<file path="config.mk">
export PLATFORM = sky130hd
export DESIGN_NAME = mbx_responder
export DESIGN_NICKNAME = d
export VERILOG_FILES = /design/src/rtl/mbx_pkg.sv /design/src/rtl/mbx_classify.sv /design/src/rtl/mbx_busy_timer.sv /design/src/rtl/mbx_sample_ram.sv /design/src/rtl/mbx_responder.sv
export SDC_FILE = /design/constraint.sdc
export NUM_CORES = 1
export LEC_CHECK = 0
export BUFFER_PORTS_ARGS = -buffer_cell sky130_fd_sc_hd__buf_2
export CAP_MARGIN = 20
export CORE_MARGIN = 5
export CORE_UTILIZATION = 56
export DETAILED_ROUTE_END_ITERATION = 8
export PLACE_DENSITY = 0.75
export SLEW_MARGIN = 20
export SYNTH_ARGS = -nofsm -noshare
export SYNTH_HDL_FRONTEND = slang
export SYNTH_SLANG_ARGS = --single-unit
export TNS_END_PERCENT = 10
</file>
<file path="constraint.sdc">
create_clock -name clk -period 3.41 [get_ports clk]
set_input_delay 0 -clock clk [delete_from_list [all_inputs] [get_ports clk]]
set_output_delay 0 -clock clk [all_outputs]
set_load 0.01 [all_outputs]
</file>
<file path="src/rtl/mbx_pkg.sv">
package mbx_pkg;
  localparam int WORD_W  = 16;
  localparam int NUM_SUB = 6;

  localparam logic [7:0] OP_INFO   = 8'd0;
  localparam logic [7:0] OP_CFG    = 8'd1;
  localparam logic [7:0] OP_GETCFG = 8'd2;
  localparam logic [7:0] OP_START  = 8'd3;
  localparam logic [7:0] OP_STOP   = 8'd4;
  localparam logic [7:0] OP_RDS    = 8'd5;
  localparam logic [7:0] OP_WRS    = 8'd6;
  localparam logic [7:0] OP_RDCODE = 8'd37;
  localparam logic [7:0] OP_HALT   = 8'd48;

  localparam logic [7:0] ST_PEND  = 8'h00;
  localparam logic [7:0] ST_OK    = 8'h55;
  localparam logic [7:0] ST_ERR   = 8'hAA;
  localparam logic [7:0] ST_UNSUP = 8'hFF;

  localparam logic [WORD_W-1:0] SS_AIN  = 16'd0;
  localparam logic [WORD_W-1:0] SS_AOUT = 16'd1;
  localparam logic [WORD_W-1:0] SS_DIN  = 16'd2;
  localparam logic [WORD_W-1:0] SS_DOUT = 16'd3;
  localparam logic [WORD_W-1:0] SS_MEM  = 16'd4;

  typedef enum logic [3:0] {
    ACT_NONE, ACT_INFO, ACT_SETCFG, ACT_GETCFG, ACT_AIN_RD,
    ACT_DIN_RD, ACT_AOUT_WR, ACT_DOUT_WR, ACT_CODE_RD
  } act_e;

  typedef struct packed {
    logic [7:0] status;
    act_e       act;
  } verdict_t;
endpackage

</file>
<file path="src/rtl/mbx_classify.sv">
module mbx_classify
  import mbx_pkg::*;
#(
  parameter int NUM_CH = 4
) (
  input  logic [7:0]        op,
  input  logic [WORD_W-1:0] sub,
  input  logic [WORD_W-1:0] chan,
  output verdict_t          verdict
);
  logic known, sub_ok, chan_ok;

  always_comb begin
    known   = op inside {OP_INFO, OP_CFG, OP_GETCFG, OP_START, OP_STOP,
                         OP_RDS, OP_WRS, OP_RDCODE, OP_HALT};
    sub_ok  = sub < WORD_W'(NUM_SUB);
    chan_ok = chan < WORD_W'(NUM_CH);
    verdict.status = ST_ERR;
    verdict.act    = ACT_NONE;
    if (!known) begin
      verdict.status = ST_UNSUP;
    end else if (sub_ok) begin
      case (op)
        OP_INFO:   begin verdict.status = ST_OK; verdict.act = ACT_INFO;   end
        OP_CFG:    begin verdict.status = ST_OK; verdict.act = ACT_SETCFG; end
        OP_GETCFG: begin verdict.status = ST_OK; verdict.act = ACT_GETCFG; end
        OP_START, OP_STOP, OP_HALT: verdict.status = ST_OK;
        OP_RDS: begin
          if (sub == SS_AIN && chan_ok) begin
            verdict.status = ST_OK; verdict.act = ACT_AIN_RD;
          end else if (sub == SS_DIN) begin
            verdict.status = ST_OK; verdict.act = ACT_DIN_RD;
          end
        end
        OP_WRS: begin
          if (sub == SS_AOUT && chan_ok) begin
            verdict.status = ST_OK; verdict.act = ACT_AOUT_WR;
          end else if (sub == SS_DOUT) begin
            verdict.status = ST_OK; verdict.act = ACT_DOUT_WR;
          end
        end
        OP_RDCODE: begin
          if (sub == SS_MEM) begin
            verdict.status = ST_OK; verdict.act = ACT_CODE_RD;
          end
        end
        default: verdict.status = ST_UNSUP;
      endcase
    end
  end
endmodule

</file>
<file path="src/rtl/mbx_busy_timer.sv">
module mbx_busy_timer #(
  parameter int EXEC_CYCLES = 4
) (
  input  logic clk,
  input  logic rst,
  input  logic start,
  output logic busy,
  output logic done
);
  localparam int CW = $clog2(EXEC_CYCLES + 1);
  localparam logic [CW-1:0] LAST = CW'(EXEC_CYCLES - 1);

  logic [CW-1:0] cnt;

  always_ff @(posedge clk) begin
    if (rst) begin
      busy <= 1'b0;
      cnt  <= '0;
    end else if (start && !busy) begin
      busy <= 1'b1;
      cnt  <= '0;
    end else if (busy) begin
      if (cnt == LAST) busy <= 1'b0;
      else             cnt  <= cnt + 1'b1;
    end
  end

  assign done = busy && (cnt == LAST);
endmodule

</file>
<file path="src/rtl/mbx_sample_ram.sv">
module mbx_sample_ram #(
  parameter int DEPTH = 4,
  parameter int W     = 16
) (
  input  logic                     clk,
  input  logic                     we,
  input  logic [$clog2(DEPTH)-1:0] waddr,
  input  logic [W-1:0]             wdata,
  input  logic [$clog2(DEPTH)-1:0] raddr,
  output logic [W-1:0]             rdata
);
  logic [W-1:0] mem [DEPTH];

  always_ff @(posedge clk) begin
    if (we) mem[waddr] <= wdata;
    rdata <= mem[raddr];
  end
endmodule

</file>
<file path="src/rtl/mbx_responder.sv">
module mbx_responder
  import mbx_pkg::*;
#(
  parameter int              NUM_PAR     = 8,
  parameter int              NUM_CH      = 4,
  parameter int              EXEC_CYCLES = 4,
  parameter int              MAX_BUSY    = 12500,
  parameter logic [15:0]     BOARD_ID    = 16'h3C01
) (
  input  logic        clk,
  input  logic        rst,
  input  logic        host_we,
  input  logic [3:0]  host_addr,
  input  logic [15:0] host_wdata,
  output logic [15:0] host_rdata,
  input  logic [15:0] din,
  output logic [15:0] dout,
  output logic        cmd_done_irq
);
  localparam int PAW       = $clog2(NUM_PAR);
  localparam int CHW       = $clog2(NUM_CH);
  localparam int SIW       = $clog2(NUM_SUB);
  localparam int CFG_SLOTS = 1 << SIW;
  localparam logic [3:0] A_SUB  = 4'(NUM_PAR);
  localparam logic [3:0] A_MBX  = 4'(NUM_PAR + 1);
  localparam logic [3:0] A_FLAG = 4'(NUM_PAR + 2);

  logic [WORD_W-1:0] par_q [NUM_PAR];
  logic [WORD_W-1:0] cfg_q [CFG_SLOTS];
  logic [WORD_W-1:0] sub_q, mbox_q, rd_mux, ram_q;
  logic              busy, done, cmd_go;
  verdict_t          verdict;

  assign cmd_go = host_we && (host_addr == A_MBX);

  mbx_busy_timer #(.EXEC_CYCLES(EXEC_CYCLES)) u_timer (
    .clk(clk), .rst(rst), .start(cmd_go), .busy(busy), .done(done)
  );

  mbx_classify #(.NUM_CH(NUM_CH)) u_classify (
    .op(mbox_q[7:0]), .sub(sub_q), .chan(par_q[0]), .verdict(verdict)
  );

  mbx_sample_ram #(.DEPTH(NUM_CH), .W(WORD_W)) u_aout (
    .clk(clk),
    .we(done && verdict.act == ACT_AOUT_WR),
    .waddr(par_q[0][CHW-1:0]),
    .wdata(par_q[2]),
    .raddr(par_q[0][CHW-1:0]),
    .rdata(ram_q)
  );

  always_comb begin
    rd_mux = '0;
    if (host_addr < A_SUB)       rd_mux = par_q[host_addr[PAW-1:0]];
    else if (host_addr == A_SUB) rd_mux = sub_q;
    else if (host_addr == A_MBX) rd_mux = mbox_q;
    else if (host_addr == A_FLAG) rd_mux[7] = cmd_done_irq;
  end

  always_ff @(posedge clk) begin
    if (rst) begin
      for (int i = 0; i < NUM_PAR; i++)   par_q[i] <= '0;
      for (int i = 0; i < CFG_SLOTS; i++) cfg_q[i] <= '0;
      sub_q        <= '0;
      mbox_q       <= '0;
      host_rdata   <= '0;
      dout         <= '0;
      cmd_done_irq <= 1'b0;
    end else begin
      host_rdata <= rd_mux;
      if (host_we) begin
        if (host_addr < A_SUB)        par_q[host_addr[PAW-1:0]] <= host_wdata;
        else if (host_addr == A_SUB)  sub_q <= host_wdata;
        else if (host_addr == A_MBX && !busy) mbox_q <= {ST_PEND, host_wdata[7:0]};
        else if (host_addr == A_FLAG && host_wdata[7]) cmd_done_irq <= 1'b0;
      end
      if (done) begin
        mbox_q[15:8] <= verdict.status;
        cmd_done_irq <= 1'b1;
        case (verdict.act)
          ACT_INFO:    par_q[0] <= BOARD_ID;
          ACT_SETCFG:  cfg_q[sub_q[SIW-1:0]] <= par_q[0];
          ACT_GETCFG:  par_q[0] <= cfg_q[sub_q[SIW-1:0]];
          ACT_AIN_RD:  par_q[2] <= ram_q << par_q[1][1:0];
          ACT_DIN_RD:  par_q[2] <= din;
          ACT_DOUT_WR: dout     <= par_q[2];
          ACT_CODE_RD: par_q[2] <= {par_q[0][7:0], ~par_q[0][7:0]};
          default: ;
        endcase
      end
    end
  end
endmodule

</file>
# Word-level counts from Yosys, hierarchy flattened
# Memories as Yosys holds them, arrays and structs flattened. A register that Yosys moved wholly into a read port is not among the register bits.
# Index checks and enable logic that the tools add are counted.
[op_classes] shift=1 add_sub_neg=1 n_bitwise=24 mux=75 n_eq_ne=32 n_reduce_logical=25 magnitude_cmp=3
[ops] cell="$mux 16" count=13
[ops] cell="$mux 12" count=6
[ops] cell="$mux 1" count=45
[ops] cell="$eq 16x2->1 const B" count=2
[ops] cell="$lt 16x3->1 const B" count=2
[ops] cell="$pmux 8 s4" count=1
[ops] cell="$reduce_or 16->1" count=2
[ops] cell="$eq 8x3->1 const B" count=3
[ops] cell="$mux 8" count=3
[ops] cell="$pmux 4 s6" count=1
[ops] cell="$eq 16x1->1 const B" count=1
[ops] cell="$eq 16x3->1 const B" count=1
[ops] cell="$eq 4x3->1 const B" count=4
[ops] cell="$eq 4x4->1 const B" count=4
[ops] cell="$eq 8x2->1 const B" count=2
[ops] cell="$eq 8x6->1 const B" count=2
[ops] cell="$logic_not 16->1" count=1
[ops] cell="$shl 16x2->16" count=1
[ops] cell="$eq 3x3->1 const B" count=5
[ops] cell="$mux 3" count=4
[ops] cell="$and 1x1->1" count=10
[ops] cell="$reduce_bool 9->1" count=1
[ops] cell="$eq 4x2->1 const B" count=2
[ops] cell="$eq 8x1->1 const B" count=1
[ops] cell="20 further kinds" count=44
[totals] elab_cells=172 in_bits=39 ramBits=320 register_bits=69 out_inout_bits=33 memories=3
[memory_table] name="cfg_q" words=8 width=16 read_ports=1 rd_ports_with_merged_regs=1 write_ports=8 line="mbx_responder.sv:29" rtl="logic [WORD_W-1:0] cfg_q [CFG_SLOTS];"
[memory_table] name="par_q" words=8 width=16 read_ports=4 rd_ports_with_merged_regs=0 write_ports=8 line="mbx_responder.sv:28" rtl="logic [WORD_W-1:0] par_q [NUM_PAR];"
[memory_table] name="u_aout.mem" words=4 width=16 read_ports=1 rd_ports_with_merged_regs=1 write_ports=1 line="mbx_sample_ram.sv:12" rtl="logic [W-1:0] mem [DEPTH];"

# Logic depth before layout (Yosys ltp)
# Gate-level depths: netlist of run 1.
[logic_depth] ltp_word=20 ltp_mapped=9 mapped_depth_nobuf=7

# Cells and area by module
# A second synthesis of run 1 with hierarchy kept.
[hier_totals] cells_unflattened=1356 area_unflattened_um2=18607.8
[modules_own_cells] mod="mbx_responder" cells_per_inst=1173 n_inst=1 seq_area_each_um2=9048.7 area_per_inst_um2=15319.7
[modules_own_cells] mod="mbx_sample_ram" cells_per_inst=104 n_inst=1 seq_area_each_um2=2242.2 area_per_inst_um2=2697.6
[modules_own_cells] mod="mbx_classify" cells_per_inst=60 n_inst=1 seq_area_each_um2=0.0 area_per_inst_um2=411.6
[modules_own_cells] mod="mbx_busy_timer" cells_per_inst=19 n_inst=1 seq_area_each_um2=80.1 area_per_inst_um2=178.9

# Worst setup path before layout of run 1
# OpenSTA, ideal clock, no wires.
[synth_path] path_kind="register to register" start="memory par_q[0][8]" end="memory u_aout.mem[2][0], enable pin" arrival_time_ps=3040 required_time_ps=3022 path_buffers=1 setup_time_ps=388 path_stages_with_launch=8 slack_ps=-19 period_less_slack_ps=3429 cell_sequence="edfxtp_1 -> nor4_1 -> a41oi_1 -> nor4b_2 -> o221ai_2 -> clkbuf_1 -> or4b_1 -> nor2_1"
[synth_lines] element="from (decl)" line="mbx_responder.sv:28"
[synth_lines] element="to (decl)" line="mbx_sample_ram.sv:12"

==> results of run 1 <==
==> sequential cells by signal, indices dropped and copies added (netlist names), named ones only <==
signal	flops
par_q	128
sub_q	16
mbox_q	10
u_aout.mem	64
host_rdata	16
cmd_done_irq	1
u_timer.busy	1
cfg_q	128
dout	16
u_aout.rdata	16
u_timer.cnt	3
==> path summary, 6_finish.rpt <==
check               startpoint             to  slack (ps)  cells past startpoint
setup / recovery     mbox_q[4]    par_q[0][7]         310                      5
hold / removal    host_addr[3]  host_rdata[7]          40                      4
setup reg to reg     mbox_q[4]    par_q[0][7]         310                      5
hold reg to reg      sub_q[12]      sub_q[12]         480                      2
==> power breakdown <==
| group | switching, uW | internal, uW | total (uW) |
|---|---|---|---|
| sequential | 96.4 | 5460 | 5560 |
| clock | 1760 | 2730 | 4490 |
| combinational | 428 | 292 | 720 |
==> cells in the final DEF, fill, tap and decap left out, drive strengths merged, types with 3 or more instances in the layout <==
cell / synthesis / final
a2111oi: 3 / 3
a211oi: 5 / 5
a21oi: 28 / 28
a31oi: 3 / 3
a32oi: 4 / 4
and2: 184 / 184
buf: 18 / 123
bufinv: 0 / 3
clkbuf: 74 / 66
clkinv: 0 / 3
conb: 1 / 32
dfxtp: 82 / 82
dlygate4sd3: 0 / 38
edfxtp: 320 / 320
inv: 7 / 7
mux2i: 96 / 96
mux4: 84 / 84
nand2: 55 / 55
nand2b: 11 / 11
nand3: 35 / 35
nand4: 3 / 3
nor2: 68 / 68
nor2b: 13 / 13
nor3: 15 / 15
nor4: 17 / 17
o211ai: 13 / 13
o21ai: 12 / 12
o22a: 15 / 15
o31ai: 13 / 13
or2: 13 / 13
==> critical path, delay by kind of cell, from the launching register on <==
kind               cells  cell delay, ps
AOI/OAI and AO/OA      3            1200
DFF                    1             400
and+or+nand+nor        2            1140
==> logic make-up (layout without fill, tap and decap cells) <==
logic type,after synthesis,in the layout
flops,402,402
compound gates,110,110
buf+inv,99,240
simple gates,427,427
mux,181,181
fa+ha+maj,2,2
xor+xnor,2,2
other cells,1,32
==> final cells by class <==
| class | instances | share of cell area, % |
|---|---|---|
| repair buffers | 161 | 5.52 |
| inverters | 7 | 0.128 |
| flip-flops and latches | 402 | 55.0 |
| clock inverters | 6 | 0.508 |
| well taps | 402 | 2.46 |
| clock buffers | 66 | 6.12 |
| multi-input cells | 754 | 30.2 |
==> through the flow <==
step | instances | TNS (ps) | power, uW | utilization [%] | worst slack [ps]
final | 1798 | 0 | 10800 | 65.3 | 314
after global routing | 1798 | 0 | 11100 | 65.3 | 138
after CTS | 1798 | 0 | 10800 | 65.3 | 385
after detailed placement | 1688 | 0 | 6340 | 59.7 | 392
after global placement | 1688 | 0 | 6320 | 59.7 | 509
after floorplan | 1255 | -598 | 6040 | - | -18.7
==> timing repair <==
action                    in CTS  in global routing
gates resized for setup        0                  0
hold buffers                  38                  0
hold endpoints to repair     115                  0
==> metal layers <==
layer	vias to the layer above	global-route usage [%]	share of wire (%)
met4	0	8.67	3.6
met3	101	5.01	9.1
li1	4858	-	-
met2	565	40.5	48
met1	5502	34.8	40
met5	-	0	0
==> flow_summary.yaml, run 1 <==
timing:
  fin_crit_ps: 3100
  fin_hold_ws_ps: 37.3
  worstMarginPinSlew_ps: 916
  period_share_pct: 90.8
  setup-violations-final: 0
  maxSlewViolCount: 0
  rsz0062_at_grt: "false"
  max_freq_ghz: 0.323
  relSlewSlack_pct: 39.0
  hold_viol_final: 0
  finalClockSkew_ps: 8.72
grt:
  antenna_found_initial: 0
  gr-total-overflow: 0
  grt_usage_pct: 25.2
  grt_max_degree: 70
  grt_pass1_wl_microns: 67500
  first_global_vias: 11000
detailed_routing:
  via_count: 11000
  routed_wl_microns: 44600
  routed_via_density: 6.13
  antenna_left: 0
  route.detailed.drc: 0
  first_pass_iters: 5
  detail_route.iter0.violations: 899
  wl_per_cell_microns: 24.8
clocking:
  clk_pin_slew_worst_paths_ps: 60
  root_buffer: "clkbuf_16"
  numClockSinks: 402
  tritoncts: "done"
  post_cts_buffers: 0
  clkLatencyLatePin_ps: 520
  clockBufferDepth: 3
  cts_buffers: 40
  htree_levels: 2
pwr:
  vdd_ir_drop_max_mv: 0.439
  power_density_mw_per_mm2: 527
  power_leakage_uw: 0.00748
placed_design:
  placed_area_sq_mm: 0.0187
  gp_congestion: 0.938
  hpwl_microns: 29300
  io_buffer_count: 71
worst_setup_path:
  required_ps: 3560
  cp.arrival_ps: 3240
  crit_type: "reg -> reg"
  start_kind: "flip-flop"
  crit_fanout: 16
  cp_slowest_stage_delay_ps: 610
  cp_cell_sequence: "nor4_2 -> o211ai_1 -> o22ai_1 -> o2111ai_2 -> nand2_1"
  critPathSlowestCell: "nand2_1"
  crit_path_end_kind: "flip-flop"
final_layout:
  multi_input_area_sq_mm: 0.00618
  area_delta_synth_final_pct: 15.8
  antenna-diode-count: 0
  drive_gt1_share_pct: 20.8
  n_fill_cell: 2111
  seq_area_sq_mm: 0.0113
  nets: 1407
  final_area_sq_mm: 0.0205
synthesis:
  synth_area_per_cell_sq_um: 14.4
  ys_ff_latch: 402
  synth.most_common_cell: "edfxtp_1"
  ys_seq_area_share_pct: 63.7
  ys_types: 55
  synthXorXnorAreaFrac_pct: 0.0992
  synthSimpleGateAreaFrac_pct: 13.4
  synth-compound-area-share_pct: 4.33
  synthesis.area_sq_mm: 0.0177
  yosys-mux-area-fraction_pct: 16.2
  synth_ff_type: "edfxtp_1"
  synthCells: 1224
  netlist.area_leader.share_pct: 54.4
  ys.warnings.count: 0
  synthAdderAreaFrac_pct: 0.142
  synth_edf_count: 320
  synth_common_cells: "edfxtp_1 (320), and2_1 (184), mux2i_1 (96)"
  synth_top_family_by_area: "multiplexers"
  yosysTopAreaCell: "edfxtp_1"
  synthTopCellsByArea: "edfxtp_1 (54%), mux4_2 (11%), dfxtp_1 (9.3%)"
  async_reset_ff_share_pct: 0
floorplanning:
  die-width_microns: 188
  io_pins: 72
  core-area_sq_mm: 0.0313
  start_util_pct: 56.4
  num_rows: 65
  die_area_sq_mm: 0.0352
  die_y_microns: 188
worst_hold_path:
  hold_path_class: "in -> reg"
job:
  cap_viol_max_count: 0
status:
  status: "complete, no violations"
Power figures use the tool's default switching activity.
==> run 2: changes to the inputs <==
--- a/config.mk
+++ b/config.mk
@@ -7,11 +7,10 @@
 export LEC_CHECK = 0
 export BUFFER_PORTS_ARGS = -buffer_cell sky130_fd_sc_hd__buf_2
 export CAP_MARGIN = 20
-export CORE_MARGIN = 5
 export CORE_UTILIZATION = 56
 export DETAILED_ROUTE_END_ITERATION = 8
 export PLACE_DENSITY = 0.75
-export SLEW_MARGIN = 20
+export SLEW_MARGIN = 25
 export SYNTH_ARGS = -nofsm -noshare
 export SYNTH_HDL_FRONTEND = slang
 export SYNTH_SLANG_ARGS = --single-unit
==> flow_summary.yaml, run 2 (synthesized netlist as in run 1, its figures left out) <==
clocking:
  cts_buffers: 41
  clkLatencyLatePin_ps: 540
  clk_pin_slew_worst_paths_ps: 60
  post_cts_buffers: 0
  tritoncts: "done"
  htree_levels: 2
  numClockSinks: 402
  root_buffer: "clkbuf_16"
  clockBufferDepth: 3
timing:
  maxSlewViolCount: 0
  worstMarginPinSlew_ps: 897
  setup-violations-final: 0
  period_share_pct: 96.8
  max_freq_ghz: 0.303
  finalClockSkew_ps: 13.2
  hold_viol_final: 0
  relSlewSlack_pct: 40.1
  fin_crit_ps: 3300
floorplanning:
  die_y_microns: 180
  die_area_sq_mm: 0.0323
  start_util_pct: 57.3
  num_rows: 64
  io_pins: 72
  core-area_sq_mm: 0.0308
  die-width_microns: 180
pwr:
  p_seq_share_pct: 51.8
  vdd_ir_drop_max_mv: 0.398
  swShare_pct: 21.8
  power_density_mw_per_mm2: 526
  power_leakage_uw: 0.00744
  p_comb_share_pct: 6.7
  switching_power_uw: 2340
  p_int_uw: 8400
  clockPowerShare_pct: 41.5
job:
  cap_viol_max_count: 0
final_layout:
  layout_commonest_cell: "edfxtp_1"
  utilization_pct: 66.2
  area_delta_synth_final_pct: 15.5
  drive_gt1_share_pct: 21.2
  final_area_sq_mm: 0.0204
  nets: 1401
  layout_common_cells: "edfxtp_1 (320), and2_1 (184), mux2i_1 (96), mux4_2 (84), dfxtp_1 (81)"
  reg.largest.list: "cfg_q x128, par_q x128, u_aout.mem x64"
detailed_routing:
  antenna_left: 0
  route.detailed.drc: 0
  first_pass_iters: 7
  highest_layer: "met4"
  via_count: 10900
  wl_per_cell_microns: 24.8
  wl_met3_microns: 3280
  detail_route.iter0.violations: 1044
  routed_wl_microns: 44400
  m1WireLength_microns: 17700
  wl_met2_microns: 21600
  routed_via_density: 6.11
placed_design:
  hpwl_microns: 29000
  gp_congestion: 0.887
  placed_area_sq_mm: 0.0187
  io_buffer_count: 71
worst_hold_path:
  hold_path_depth: 5
  hold_path_class: "in -> reg"
grt:
  gr-total-overflow: 0
  antenna_found_initial: 1
  first_global_vias: 11200
  grt_pass1_wl_microns: 67700
  grt_max_degree: 45
  grt_usage_pct: 28.3
worst_setup_path:
  crit_path_end_kind: "flip-flop"
  required_ps: 3590
  cp.arrival_ps: 3480
  ff2ff_path_depth: 7
  crit_fanout: 16
  crit_type: "reg -> reg"
  start_kind: "flip-flop"
status:
  status: "complete, no violations"
-- run 2: per-layer routing --
layer	track usage [%]	up-vias
li1	-	4862
met1	37.6	5492
met2	46.9	476
met3	4.56	105
met4	11.4	0
met5	0	-
-- run 2: cell type report --
| class | instances | area, sq um |
|---|---|---|
| antenna | 1 | 2.50 |
| clock buffer | 63 | 1230 |
| clock inverter | 12 | 120 |
| fill | 2128 | 10400 |
| inverter | 7 | 26.3 |
| multi-input combinational | 754 | 6200 |
| sequential | 402 | 11300 |
| tap | 396 | 495 |
| timing repair buffer | 154 | 1070 |
-- run 2: power by group through the flow --
stage	clock network (uW)	logic, uW	registers (uW)
2_1_floorplan	0	428	5610
3_3_place_gp	0	669	5650
3_5_place_dp	0	678	5660
4_1_cts	4510	712	5560
5_1_grt	4700	762	5580
6_report	4460	721	5560
-- run 2: final timing paths --
check                from          end  slack [ps]
max reg2reg  par_q[0][12]  cfg_q[0][5]         110
max          par_q[0][12]  cfg_q[0][5]         110
min reg2reg     sub_q[12]    sub_q[12]         470
min               host_we    mbox_q[4]          20
-- run 2: critical path, stage by stage, from the launching register on --
cell and delay, ps:
edfxtp_1 490, nor4_1 490, a41oi_2 350, nor4b_2 480, o221ai_2 200, buf_4 220, nor3_1 260, or2_2 450
-- run 2: timing repair --
action,4_1_cts,5_1_grt
gates resized for setup,1,5
endpoints found under the setup margin,78,160
hold endpoints to repair,141,0
hold buffers,32,0
cloned,0,0
-- run 2: stage by stage --
step	hold slack, ps	setup WS, ps	std cells	TNS (ps)	total power (uW)
5_1_grt	50.1	-5.97	1788	-64.9	11000
6_report	18.8	111	1789	0	10700
3_3_place_gp	358	101	1681	0	6320
4_1_cts	1.20	30.3	1788	0	10800
2_1_floorplan	136	-18.7	1255	-598	6040
3_5_place_dp	360	-10.7	1681	-153	6340
